File: src/rtl/vcfg_ctrl.sv
module vcfg_ctrl #(
  parameter int XLEN       = 32,
  parameter int STORE_BITS = 8192,
  parameter int NREG       = 32,
  parameter int MINW_LOG   = 3,
  parameter int NWID       = 4
) (
  input  logic            clk,
  input  logic            rst_n,
  input  logic            op_valid,
  input  logic [2:0]      op_code,
  input  logic [4:0]      rd_idx,
  input  logic [4:0]      rs1_idx,
  input  logic [XLEN-1:0] rs1_val,
  input  logic            vec_valid,
  input  logic            vec_uses_pred,
  input  logic            vec_is_add,
  output logic            res_valid,
  output logic [XLEN-1:0] res_data,
  output logic            exc_cfg,
  output logic            zero_regs,
  output logic            illegal_op,
  output logic [1:0]      cfg_state,
  output logic [$clog2(STORE_BITS/(1<<MINW_LOG)+1)-1:0] vl,
  output logic [$clog2(STORE_BITS/(1<<MINW_LOG)+1)-1:0] max_vl,
  output logic            pred_pend,
  output logic            carry_pend
);
  localparam int VLW = $clog2(STORE_BITS/(1<<MINW_LOG)+1);
  localparam int CW  = $clog2(NREG+1);
  localparam int TW  = $clog2(NWID*NREG+1);
  localparam int BW  = $clog2(NWID*NREG*(1<<(MINW_LOG+NWID-1))+1) + 1;
  localparam int IW  = $clog2(NWID);

  localparam logic [2:0] OP_STEP = 3'd1, OP_LEN = 3'd2, OP_PRED = 3'd3, OP_CARRY = 3'd4;
  localparam logic [1:0] S_OFF = 2'd0, S_IDLE = 2'd1, S_BUILD = 2'd2, S_READY = 2'd3;

  logic [CW-1:0] cnt [NWID];
  logic          bad_w;
  logic [TW-1:0] reg_sum;
  logic [BW-1:0] bit_sum;
  logic [VLW-1:0] max_calc;
  logic          cfg_ok;

  always_comb begin
    reg_sum = '0;
    bit_sum = '0;
    for (int i = 0; i < NWID; i++) begin
      reg_sum = reg_sum + TW'(cnt[i]);
      bit_sum = bit_sum + (BW'(cnt[i]) << (MINW_LOG + i));
    end
  end

  assign cfg_ok   = !bad_w && reg_sum != '0 && reg_sum <= TW'(NREG);
  assign max_calc = (bit_sum == '0) ? '0 : VLW'(BW'(STORE_BITS) / bit_sum);

  wire           w_ok     = rd_idx >= 5'(MINW_LOG) && rd_idx < 5'(MINW_LOG + NWID);
  wire [IW-1:0]  w_sel    = IW'(rd_idx - 5'(MINW_LOG));
  wire [CW-1:0]  step_cnt = (rs1_idx == '0) ? CW'(NREG) : CW'(rs1_idx);

  function automatic logic [VLW-1:0] clamp(input logic [XLEN-1:0] r, input logic [VLW-1:0] m);
    return (r < XLEN'(m)) ? VLW'(r) : m;
  endfunction

  wire [VLW-1:0] len_ready = (rs1_idx == '0) ? vl : clamp(rs1_val, max_vl);
  wire [VLW-1:0] len_build = (rs1_idx == '0) ? vl : clamp(rs1_val, max_calc);

  always_ff @(posedge clk) begin
    if (!rst_n) begin
      cfg_state <= S_OFF;
      vl <= '0; max_vl <= '0; bad_w <= 1'b0;
      pred_pend <= 1'b0; carry_pend <= 1'b0;
      res_valid <= 1'b0; res_data <= '0; exc_cfg <= 1'b0;
      zero_regs <= 1'b0; illegal_op <= 1'b0;
      for (int i = 0; i < NWID; i++) cnt[i] <= '0;
    end else begin
      res_valid <= 1'b0; exc_cfg <= 1'b0; zero_regs <= 1'b0; illegal_op <= 1'b0;
      if (op_valid) begin
        case (op_code)
          OP_STEP:
            if (cfg_state == S_READY) illegal_op <= 1'b1;
            else begin
              cfg_state <= S_BUILD;
              if (w_ok) cnt[w_sel] <= step_cnt;
              else bad_w <= 1'b1;
            end
          OP_LEN: begin
            pred_pend <= 1'b0; carry_pend <= 1'b0;
            if (rd_idx == '0) begin
              if (rs1_idx == 5'd1 || rs1_idx == 5'd2) begin
                cfg_state <= (rs1_idx == 5'd1) ? S_OFF : S_IDLE;
                vl <= '0; max_vl <= '0; bad_w <= 1'b0;
                for (int i = 0; i < NWID; i++) cnt[i] <= '0;
              end
            end else if (cfg_state == S_READY) begin
              vl <= len_ready;
              res_valid <= 1'b1; res_data <= XLEN'(len_ready);
            end else if (cfg_state == S_BUILD) begin
              if (cfg_ok) begin
                cfg_state <= S_READY; max_vl <= max_calc; zero_regs <= 1'b1;
                vl <= len_build;
                res_valid <= 1'b1; res_data <= XLEN'(len_build);
              end else begin
                exc_cfg <= 1'b1; cfg_state <= S_IDLE; bad_w <= 1'b0;
                for (int i = 0; i < NWID; i++) cnt[i] <= '0;
              end
            end else illegal_op <= 1'b1;
          end
          OP_PRED:  if (cfg_state == S_READY) pred_pend <= 1'b1;  else illegal_op <= 1'b1;
          OP_CARRY: if (cfg_state == S_READY) carry_pend <= 1'b1; else illegal_op <= 1'b1;
          default: ;
        endcase
      end else if (vec_valid) begin
        if (cfg_state != S_READY) illegal_op <= 1'b1;
        else begin
          if (vec_uses_pred) pred_pend <= 1'b0;
          if (vec_is_add) carry_pend <= 1'b0;
        end
      end
    end
  end

  a_r7_mods_cleared: assert property (@(posedge clk) disable iff (!rst_n)
    op_valid && op_code == OP_LEN |=> !pred_pend && !carry_pend);
  a_r9_locked: assert property (@(posedge clk) disable iff (!rst_n)
    op_valid && op_code == OP_STEP && cfg_state == S_READY |=> illegal_op && cfg_state == S_READY && $stable(max_vl));
  a_r5_vl_bound: assert property (@(posedge clk) disable iff (!rst_n)
    cfg_state == S_READY |-> vl <= max_vl);
  a_r3_exc_idle: assert property (@(posedge clk) disable iff (!rst_n)
    exc_cfg |-> cfg_state == S_IDLE && !res_valid);
  a_r4_zero_on_ready: assert property (@(posedge clk) disable iff (!rst_n)
    zero_regs |-> cfg_state == S_READY && $past(cfg_state) == S_BUILD);
  a_r11_one_outcome: assert property (@(posedge clk) disable iff (!rst_n)
    $onehot0({illegal_op, exc_cfg, res_valid}));
  a_r8_off_no_len: assert property (@(posedge clk) disable iff (!rst_n)
    cfg_state == S_OFF |-> vl == '0 && max_vl == '0);
endmodule

File: config.mk
export PLATFORM = sky130hd
export DESIGN_NAME = vcfg_ctrl
export DESIGN_NICKNAME = d
export VERILOG_FILES = /design/src/rtl/vcfg_ctrl.sv
export SDC_FILE = /design/constraint.sdc
export NUM_CORES = 1
export LEC_CHECK = 0
export ABC_AREA = 0
export BUFFER_PORTS_ARGS = -buffer_cell sky130_fd_sc_hd__buf_4
export CAP_MARGIN = 0
export CORE_ASPECT_RATIO = 0.6
export CORE_MARGIN = 2
export CORE_UTILIZATION = 65
export DETAILED_ROUTE_END_ITERATION = 6
export HOLD_SLACK_MARGIN = 0.05
export PLACE_DENSITY = 0.88
export RECOVER_POWER = 25
export SLEW_MARGIN = 20
export SYNTH_ARGS = -nofsm -noshare
export SYNTH_HDL_FRONTEND = slang
export SYNTH_SLANG_ARGS = --single-unit
File: constraint.sdc
create_clock -name clk -period 42.6 [get_ports clk]
set_input_delay 8.52 -clock clk [delete_from_list [all_inputs] [get_ports clk]]
set_output_delay 8.52 -clock clk [all_outputs]
set_load 0.02 [all_outputs]
* Word level (Yosys, flattened, before mapping)
Memory sizes are Yosys's and may differ from the RTL's.
Cells that the tools add are included.
W data, S select, Z words.
** Operators by class
- Reductions and logical operators :: 30
- Divide/modulo/power cells :: 1
- Multiplexer cells :: 89
- Add/sub/neg operators :: 7
- Eq/ne operators :: 22
- Order comparisons :: 5
- Bitwise operators :: 12
** Operators by type and width (number)
- $mux W11 :: 14
- $mux W32 :: 3
- $lt A32 B11 Y1 :: 2
- $mux W6 :: 10
- $mux W1 :: 50
- $reduce_and A5 Y1 :: 4
- $ne A3 B3 Y1 const B :: 6
- $reduce_bool A2 Y1 :: 8
- $div A14 B15 Y15 const A :: 1
- $logic_not A15 Y1 :: 1
- $mux W2 :: 7
- $add A12 B12 Y13 :: 1
- $add A11 B11 Y12 :: 1
- $reduce_and A6 Y1 :: 2
- $add A9 B10 Y11 :: 1
- $logic_not A5 Y1 :: 2
- $ne A2 B2 Y1 const B :: 5
- $add A7 B6 Y8 :: 1
- $add A8 B6 Y8 :: 1
- $le A8 B6 Y1 const B :: 1
- $or A1 B1 Y1 :: 8
- $reduce_and A8 Y1 :: 1
- $reduce_bool A8 Y1 :: 1
- $add A6 B6 Y7 :: 1
- other kinds (23) :: 34
** Storage, ports and cells
- Bits in writable memories :: 24
- Output and inout bits :: 62
- Flip-flop bits (word level) :: 63
- Logic and storage cells :: 178
- Bits of input ports :: 51
- Memories kept :: 1
** Memories
- cnt :: words 4, width 6, read ports 4, clocked after memory_dff 0, write ports 4, RTL line 38 : logic [CW-1:0] cnt [NWID];

* Depth between registers and ports, before layout
Gate-level depths: netlist (run 1).
An unclocked memory read counts as a cell.
- Depth in word-level cells :: 17
- Gate-level depth with buffers :: 100
- Gate-level depth less buffers :: 95

* Worst setup path after synthesis (run 1)
No wires, ideal clock.
- Path type :: reg2reg
- Start :: mem cnt[3][0] in the netlist's numbering
- End :: reg res_data[3]
- Setup slack :: 23767 ps
- Arrival :: 18750 ps
- Required time :: 42517 ps
- Path buffers :: 5
- Clock period less this slack :: 18833 ps
- Cell stages (with the launch flop) :: 95
- Setup time :: 83 ps
- Path through :: edfxtp_1 inv_1 fa_1 inv_1 fa_1 ha_1 inv_1 fa_1 nand2b_1 a2111o_1 o311a_1 and4_4 buf_6 nand2_1 nor2_1 inv_1 ha_1 nor2_1 [59 not listed] a21oi_1 a221oi_1 and3_1 a21oi_4 mux2_2 ha_1 a21oi_1 o21ai_0 a41oi_1 o21ai_0 nor4_1 nand3_1 o211ai_1 nor3_1 a31oi_1 buf_4 mux2_1 o221ai_1
** RTL lines
- from (decl) :: RTL line 38
- to (signal assigned) :: RTL line 73 : res_valid <= 1'b0; res_data <= '0; exc_cfg <= 1'b0;
- to (signal assigned) :: RTL line 97 : res_valid <= 1'b1; res_data <= XLEN'(len_ready);
- to (signal assigned) :: RTL line 102 : res_valid <= 1'b1; res_data <= XLEN'(len_build);
- to (decl) :: RTL line 19 : output logic [XLEN-1:0] res_data,

==> results of run 1 <==
layout make-up:
cell class / instances / area (µm²) / area share (%)
multi-input combinational: 898 / 6500 / 68.5
sequential: 66 / 1560 / 16.5
timing repair buffer: 97 / 612 / 6.45
inverter: 79 / 297 / 3.13
clock buffer: 9 / 225 / 2.37
tap: 170 / 213 / 2.24
clock inverter: 7 / 75.1 / 0.792
Yosys cell counts (11+ instances only):
cell type,n
or3_1,15
a21o_1,20
nand2b_1,16
edfxtp_1,24
o211ai_1,19
nor2_1,82
o21a_1,17
buf_4,25
xor2_1,14
a21oi_1,49
nand4_1,13
mux2_2,13
nor3b_1,11
nand3_1,37
nor3_1,22
and3_1,14
ha_1,103
clkbuf_1,18
xnor2_1,24
inv_1,77
mux2i_1,23
nor4_1,21
nor2b_1,15
and2_1,19
o21ai_0,47
fa_1,21
dfxtp_1,42
nand2_1,103
kinds of logic (layout without fill, tap and decap cells):
logic type | count (synthesis) | count (layout) | synth area share (%)
compound gates | 277 | 277 | 22.5
mux | 40 | 40 | 5.05
fa+ha+maj | 124 | 124 | 19.9
xor+xnor | 38 | 38 | 3.88
buf+inv | 129 | 192 | 6.96
other cells | 1 | 22 | 0.0437
simple gates | 397 | 397 | 23.4
flops | 66 | 66 | 18.2
path summary, 6_finish.rpt:
path,slack [ns],end,from
setup / recovery,19.63,res_data[5],cnt[3][0]
hold / removal,0.47,vl[0],vl[0]
setup reg to reg,19.63,res_data[5],cnt[3][0]
hold reg to reg,0.47,vl[0],vl[0]
flip-flops by register name, indices dropped and copies added (netlist names):
register / flops
bad_w: 1
res_valid: 1
pred_pend: 1
cnt: 24
zero_regs: 1
cfg_state: 2
exc_cfg: 1
res_data: 11
vl: 11
max_vl: 11
illegal_op: 1
carry_pend: 1
critical path, delay by kind of cell (launching register included):
family / cells / cell delay [ns]
AO/OA/AOI/OAI: 39 / 8.49
AND/OR/NAND/NOR: 26 / 6.31
adder cells (fa/ha/maj): 14 / 4.91
multiplexers: 5 / 1.46
buffers and inverters: 7 / 0.93
flip-flops: 1 / 0.38
XOR/XNOR: 1 / 0.30
routing by layer:
metal  up-vias  routed length (µm)  GRT usage (%)
met5         -                   0              0
met4         0                 520           10.5
met3        67                3210           9.31
met2       567               10900           53.8
met1      4011               11300           51.0
li1       4065                   -              -
per-stage QoR:
step	util [%]	std cells
2_1_floorplan	-	1093
3_3_place_gp	72.3	1310
3_5_place_dp	72.3	1310
4_1_cts	74.7	1326
5_1_grt	73.8	1326
6_report	73.8	1326
power by group:
| part | leakage (µW) | internal, µW | switching [µW] |
|---|---|---|---|
| clock network | 0.000147 | 45.8 | 30.0 |
| logic | 0.00343 | 311 | 409 |
| registers | 0.000596 | 66.1 | 0.818 |
==> out/metrics.yaml, run 1 <==
outcome:
  status: "complete, but fails checks"
  violations: "DRC"
worst_setup_path:
  slowest_stage: "a21boi_1"
  required_ns: 42.84
  reg2reg_depth: 92
  cpMostUsedCell: "ha_1"
  critical_path_class: "flop to flop"
  startpoint_type: "flop"
  critPathCaptureType: "flop"
  cp.arrival_ns: 23.21
  slowest_delay_ns: 0.73
  critPathMaxFanout: 13
logic_synthesis:
  ys_seq_area_share_pct: 18.2
  synth_cells: 1072
  yosys.area.top_type: "ha_1"
  ys.warnings.count: 0
  syn_area_per_cell_um2: 8.00
  post_synth_instance_area_um2: 8580
  yosys_register_bits: 66
  synthTopCellsByArea: "ha_1, dfxtp_1, edfxtp_1"
  yosysTopAreaCellShare_pct: 15.0
  synth-async-reset-ratio_pct: 0
  ys.flop_type: "dfxtp_1"
  ys_types: 91
  synth_edf_count: 24
clock_tree:
  cts_num_sinks: 66
  cts_tree: "done"
  cts_setup_buffers: 0
  clk_latency_ns: 0.34
  cts_max_path_buffers: 2
  numCtsBuffers: 9
  cts_root_buf: "clkbuf_16"
  ctsHoldBuffers: 0
  clk_pin_slew_ns: 0.06
  htree_levels: 3
  ctsResizeCount: 0
power:
  ir_drop_mv: 0.125
  power_leakage_uw: 0.00417
  p_total_uw: 863
  power_density_nw_per_um2: 91.0
drt:
  vias: 8710
  viasPerCell: 6.57
  finalWirelength_um: 25900
  drt-initial-drc-count: 988
  first_pass_iters: 7
  drc_errors: 1
  ant_nets: 0
  avgRoutedWirePerCell_um: 19.5
final_layout:
  nFillCells: 970
  mostFrequentLayoutCells: "nand2_1, ha_1, nor2_1, inv_1, buf_4"
  layout-drive-gt1-share_pct: 10.6
  area_delta_synth_final_pct: 10.6
  nets: 1326
  finalInstanceArea_um2: 9480
  antenna_cells: 0
timing:
  finalSetupViolations: 0
  timing.slew.headroom_pct: 42.2
  max_freq_mhz: 43.5
  setup-tns-final_ns: 0
  fin_crit_sh_pct: 53.9
  slew_violations: 0
  hold_slack_ns: 0.470
  fin_skew_ns: 0.00806
  rsz0062_at_grt: "no"
  fin_crit_ns: 22.97
  worst_pin_slew_ns: 0.860
  finalWorstSetupSlack_ns: 19.63
  hold_violations: 0
flow_run:
  cap_violations: 0
place:
  placed_cell_area_um2: 9300
  io_buffers: 91
  post-dp-hpwl_um: 19700
  pre_cts_ws_ns: 20.39
  globalplace.congestion: 0.998
floorplan:
  die_width_um: 152
  rows: 32
  die_area_um2: 14200
  pin_count: 113
  core_um2: 12900
  floorplan.initialDensity_pct: 66.7
  die_h_um: 93.0
global_route:
  grt_pass1_vias: 8065
  grt_overflow_total: 0
  antenna_found_initial: 0
  grt_pass1_wl_um: 41000
  grt_use_total_pct: 35.9
  grt_max_degree: 34
worst_hold_path:
  hold_depth: 2
  hp-class: "flop to flop"
Power figures use the tool's default switching activity.
==> inputs of run 2 (changes only) <==
- CORE_UTILIZATION: 65 -> 60
- PLACE_DENSITY: 0.88 -> 0.82
- clock period: 42.6 -> 23.3 ns (I/O delays scaled with it)
==> run 2 against run 1 <==
Effect of this change: the flow now finishes without violations; maximum frequency is 5.5% higher; non-clock buffer count is 1 higher; highest routed layer unchanged; die area is 8.0% higher; routed wire length is 2.4% lower; critical path depth is 3 lower.
==> out/metrics.yaml, run 2 (synthesis results as in run 1) <==
outcome:
  status: "complete, no violations"  # was complete, but fails checks
timing:
  fin_skew_ns: 0.0101  # was 0.00806 ns
  setup-tns-final_ns: 0  # unchanged
  finalWorstSetupSlack_ns: 1.53  # was 19.63 ns
  timing.slew.headroom_pct: 32.9  # was 42.2%
  worst_pin_slew_ns: 0.998  # was 0.860 ns
  finalSetupViolations: 0  # unchanged
  max_freq_mhz: 45.9  # was 43.5 MHz
  hold_violations: 0  # unchanged
  rsz0062_at_grt: "no"  # unchanged
  fin_crit_sh_pct: 93.4  # was 53.9%
  slew_violations: 0  # unchanged
  fin_crit_ns: 21.77  # was 22.97 ns
worst_setup_path:
  startpoint: "cnt[3][0]"  # unchanged
  cp.arrival_ns: 22.02  # was 23.21 ns
  critical_path_class: "flop to flop"  # unchanged
  critPathCaptureType: "flop"  # unchanged
  cpMostUsedCell: "ha_1"  # unchanged
  slowest_delay_ns: 0.67  # was 0.73 ns
  startpoint_type: "flop"  # unchanged
  slowest_stage: "o31ai_1"  # was a21boi_1
  r2r_start: "cnt[3][0]"  # unchanged
  crit_family: "compound AO/OA/AOI/OAI gates"  # unchanged
  critPathMaxFanout: 13  # unchanged
  path_buf_inv: 6  # was 7
  required_ns: 23.55  # was 42.84 ns
drt:
  drt-initial-drc-count: 982  # was 988
  finalWirelength_um: 25300  # was 25900 µm
  viasPerCell: 6.41  # was 6.57
  avgRoutedWirePerCell_um: 18.7  # was 19.5 µm
  first_pass_iters: 6  # was 7
  drc_errors: 0  # was 1
  vias: 8650  # was 8710
  ant_nets: 0  # unchanged
clock_tree:
  ctsHoldBuffers: 0  # unchanged
  cts_max_path_buffers: 2  # unchanged
  clk_pin_slew_ns: 0.05  # was 0.06 ns
  cts_root_buf: "clkbuf_16"  # unchanged
  numCtsBuffers: 9  # unchanged
  cts_num_sinks: 66  # unchanged
  clk_latency_ns: 0.34  # about the same
  cts_tree: "done"  # unchanged
  htree_levels: 3  # unchanged
global_route:
  met2_usage_pct: 47.1  # was 53.8%
  antenna_found_initial: 0  # unchanged
  grt_pass1_wl_um: 40700  # was 41000 µm
  gr-usage-met1_pct: 50.4  # was 51.0%
  busiest_layer: "met1"  # was met2
  grt_overflow_total: 0  # unchanged
  grt_use_total_pct: 32.9  # was 35.9%
  grtUsageMet3_pct: 7.44  # was 9.31%
  grt_max_degree: 34  # unchanged
  grt_pass1_vias: 7904  # was 8065
final_layout:
  final_common_cell: "ha_1"
  mostFrequentLayoutCells: "ha_1, nand2_1, nor2_1, inv_1, buf_4"  # was nand2_1, ha_1, nor2_1, inv_1, buf_4
  largest_reg_flops: 24  # unchanged
  finalInstanceArea_um2: 9540  # was 9480 µm²
  largest-register: "cnt"  # unchanged
  nets: 1327  # was 1326
  area_delta_synth_final_pct: 11.2  # was 10.6%
  final_util_pct: 69.2  # was 73.8%
  layout-drive-gt1-share_pct: 11.1  # was 10.6%
  antenna_cells: 0  # unchanged
floorplan:
  die_area_um2: 15300  # was 14200 µm²
  pin_count: 113  # unchanged
  die_h_um: 96.6  # was 93.0 µm
  floorplan.initialDensity_pct: 62.2  # was 66.7%
  die_width_um: 158  # was 152 µm
  core_um2: 13800  # was 12900 µm²
  rows: 33  # was 32
worst_hold_path:
  hp-class: "flop to flop"  # unchanged
  min_from: "vl[0]"  # unchanged
place:
  pre_cts_ws_ns: 1.17  # was 20.39 ns
  placed_cell_area_um2: 9330  # was 9300 µm²
  io_buffers: 91  # unchanged
  globalplace.congestion: 0.983  # was 0.998
  post-dp-hpwl_um: 19700  # about the same
power:
  power_density_nw_per_um2: 168  # was 91.0 nW/µm²
  power_leakage_uw: 0.00418  # was 0.00417 µW
  ir_drop_mv: 0.241  # was 0.125 mV
flow_run:
  cap_violations: 0  # unchanged
[run 2: changes by cell type in the layout (fill, tap and decap cells not counted), moves of 2 or more]
| cell | before | now |
|---|---|---|
| clkbuf_1 | 31 | 35 |
| nor4_1 | 21 | 19 |
| nor4_2 | 0 | 2 |
| inv_6 | 3 | 0 |
| nand2_2 | 0 | 2 |
| nand2_1 | 103 | 101 |
[run 2: metrics by stage]
step	std cells	power [µW]	hold slack [ns]
global route	1349	1730	0.512
global placement	1333	1390	0.468
finish	1349	1600	0.487
floorplan	1093	1140	0.441
CTS	1349	1540	0.484
detailed placement	1333	1400	0.474
[run 2: final cells by class]
| class | count | area, µm² |
|---|---|---|
| multi-input cells | 898 | 6540 |
| clock buffers | 14 | 275 |
| fillers | 1159 | 4250 |
| well taps | 192 | 240 |
| clock inverters | 2 | 10.0 |
| flip-flops and latches | 66 | 1560 |
| repair buffers | 98 | 616 |
| inverters | 79 | 297 |
[run 2: worst min-delay path, cell delays in order (launching register included)]
cell,delay (ns)
dfxtp_1,0.32
inv_1,0.05
o22ai_1,0.06
[run 2: timing repair]
action,in CTS,in global routing
setup buffers,0,0
endpoints found under the setup margin,0,23
resized for setup,0,10
endpoints found under the hold margin,0,0
[run 2: power by group]
group | leakage, µW | switching [µW] | internal, µW
registers | 0.000596 | 1.48 | 121
clock network | 0.000142 | 49.1 | 81.1
logic | 0.00344 | 772 | 577
[run 2: path summary, 6_finish.rpt]
check                           depth (start not counted)  slack (ns)           to
worst max-delay path                                   89        1.53  res_data[3]
worst min-delay path                                    2        0.49        vl[0]
worst max register to register                         89        1.53  res_data[3]
worst min register to register                          2        0.49        vl[0]
[run 2: per-layer routing]
metal	vias up	share of wire, %
met5	-	0
met4	0	0.99
met3	32	12
met2	508	42
met1	4053	45
li1	4057	-
==> inputs of run 3 (changes only) <==
- PLACE_DENSITY: 0.82 -> not set
- PLACE_DENSITY_LB_ADDON: not set -> 0.05
==> run 3 against run 2 <==
Effect of this change: worst setup slack got worse by 0.092 ns; final area up 0.20%; count of clock-buffer cells in the layout decreased by 4; sequential power hardly changed; hold slack better by 0.010 ns.
==> out/metrics.yaml, run 3 (synthesis results as in run 1) <==
final_layout:
  nFillCells: 1188  # was 1159
  largest_reg_flops: 24  # unchanged
  nets: 1326  # was 1327
  area_delta_synth_final_pct: 11.4  # was 11.2%
  layout-drive-gt1-share_pct: 11.2  # was 11.1%
  mostFrequentLayoutCells: "ha_1, nand2_1, nor2_1, inv_1, buf_4"  # unchanged
  final_common_cell: "ha_1"  # unchanged
  largest-register: "cnt"  # unchanged
  antenna_cells: 0  # unchanged
worst_setup_path:
  critPathCaptureType: "flop"  # unchanged
  path_buf_inv: 6  # unchanged
  required_ns: 23.55  # about the same
  slowest_stage: "fa_1"  # was o31ai_1
  slowest_delay_ns: 0.53  # was 0.67 ns
  critical_path_class: "flop to flop"  # unchanged
  cp.arrival_ns: 22.11  # was 22.02 ns
  cpMostUsedCell: "ha_1"  # unchanged
  startpoint_type: "flop"  # unchanged
  crit_family: "compound AO/OA/AOI/OAI gates"  # unchanged
  critPathMaxFanout: 12  # was 13
drt:
  ant_nets: 0  # unchanged
  first_pass_iters: 5  # was 6
  avgRoutedWirePerCell_um: 18.3  # was 18.7 µm
  drc_errors: 0  # unchanged
  drt-initial-drc-count: 894  # was 982
  viasPerCell: 6.31  # was 6.41
  vias: 8503  # was 8650
  finalWirelength_um: 24700  # was 25300 µm
timing:
  timing.slew.headroom_pct: 35.3  # was 32.9%
  worst_pin_slew_ns: 0.963  # was 0.998 ns
  max_freq_mhz: 45.7  # was 45.9 MHz
  setup-tns-final_ns: 0  # unchanged
  fin_crit_ns: 21.86  # was 21.77 ns
  finalSetupViolations: 0  # unchanged
  slew_violations: 0  # unchanged
  fin_crit_sh_pct: 93.8  # was 93.4%
  fin_skew_ns: 0.00782  # was 0.0101 ns
  rsz0062_at_grt: "no"  # unchanged
  hold_violations: 0  # unchanged
power:
  combPwrFrac_pct: 83.7  # was 84.2%
  p_sw_uw: 824  # was 823 µW
  p_total_uw: 1620  # was 1600 µW
  ir_drop_mv: 0.249  # was 0.241 mV
  swShare_pct: 50.8  # was 51.4%
  power.internal_uw: 798  # was 779 µW
  power_leakage_uw: 0.00418  # about the same
  power_density_nw_per_um2: 170  # was 168 nW/µm²
  clockPowerShare_pct: 8.8  # was 8.1%
  power_frac_seq_pct: 7.5  # was 7.6%
worst_hold_path:
  hp-class: "flop to flop"  # unchanged
global_route:
  grt_overflow_total: 0  # unchanged
  grt_pass1_wl_um: 39900  # was 40700 µm
  grt_use_total_pct: 32.2  # was 32.9%
  grt_max_degree: 34  # unchanged
  grt_pass1_vias: 7766  # was 7904
  antenna_found_initial: 0  # unchanged
place:
  globalplace.congestion: 0.962  # was 0.983
  post-dp-hpwl_um: 19400  # was 19700 µm
  io_buffers: 91  # unchanged
clock_tree:
  ctsHoldBuffers: 0  # unchanged
  htree_levels: 3  # unchanged
  numCtsBuffers: 9  # unchanged
  cts_max_path_buffers: 2  # unchanged
  cts_num_sinks: 66  # unchanged
  clk_pin_slew_ns: 0.06  # was 0.05 ns
  cts_tree: "done"  # unchanged
  cts_root_buf: "clkbuf_16"  # unchanged
  clk_latency_ns: 0.33  # was 0.34 ns
floorplan:
  die_h_um: 96.6  # unchanged
  rows: 33  # unchanged
  die_area_um2: 15300  # unchanged
  floorplan.initialDensity_pct: 62.2  # unchanged
  core_um2: 13800  # unchanged
  pin_count: 113  # unchanged
  die_width_um: 158  # unchanged
outcome:
  status: "complete, no violations"  # unchanged
flow_run:
  cap_violations: 0  # unchanged
## run 3: changes by cell type in the layout (fill, tap and decap cells not counted), sizes merged
cell	change
clkbuf	-4
bufinv	+2
buf	-1
clkinv	+1
clkinvlp	+1
## run 3: worst reg2reg max path: cells and delay by family, from the launching register on
| family | cells | cell delay [ns] |
|---|---|---|
| AOI/OAI and AO/OA | 38 | 7.80 |
| xor gates and xnor gates | 1 | 0.31 |
| adders and majority gates | 14 | 4.83 |
| buffers and inverters | 6 | 0.83 |
| DFF | 1 | 0.37 |
| muxes | 6 | 1.60 |
| and+or+nand+nor | 27 | 6.04 |
## run 3: worst paths after layout
check | to | slack (ns) | cells after the start | startpoint
max | res_data[5] | 1.44 | 92 | cnt[3][0]
min | vl[0] | 0.50 | 2 | vl[0]
max reg2reg | res_data[5] | 1.44 | 92 | cnt[3][0]
min reg2reg | vl[0] | 0.50 | 2 | vl[0]
## run 3: layout make-up
| class | count | area (µm²) | share of cell area (%) |
|---|---|---|---|
| Clock buffer | 10 | 229 | 2.40 |
| Multi-Input combinational cell | 898 | 6540 | 68.4 |
| Timing Repair Buffer | 97 | 608 | 6.36 |
| Tap cell | 192 | 240 | 2.51 |
| Clock inverter | 6 | 81.3 | 0.851 |
| Sequential cell | 66 | 1560 | 16.3 |
| Inverter | 79 | 297 | 3.10 |
## run 3: what timing repair did
item,CTS,global route
buffers inserted,0,0
resized for setup,0,9
endpoints found under the setup margin,0,23
## run 3: layer usage
layer | share of wire, % | global-route usage (%) | vias up | wire length [µm]
met5 | 0 | 0 | - | 0
met4 | 0.83 | 4.09 | 0 | 205
met3 | 9.7 | 5.82 | 20 | 2390
met2 | 40 | 45.9 | 425 | 9940
met1 | 49 | 51.3 | 3999 | 12200
li1 | - | - | 4059 | -
## run 3: power by group through the flow
stage                     logic, µW  clock network [µW]  registers, µW
final                          1360                 142            122
after global routing           1490                 148            122
after CTS                      1290                 143            122
after detailed placement       1280                   0            125
after global placement         1290                   0            125
after floorplan                1020                   0            125
## run 3: through the flow
step           cells  setup WS (ns)  hold WS, ns  area (µm²)  utilization (%)
2_1_floorplan   1093           4.47        0.441        8660                -
3_3_place_gp    1332           1.85        0.472        9320             67.6
3_5_place_dp    1332           1.21        0.480        9320             67.6
4_1_cts         1348           1.15        0.491        9630             69.9
5_1_grt         1348          0.101        0.509        9560             69.3
6_report        1348           1.44        0.497        9560             69.3
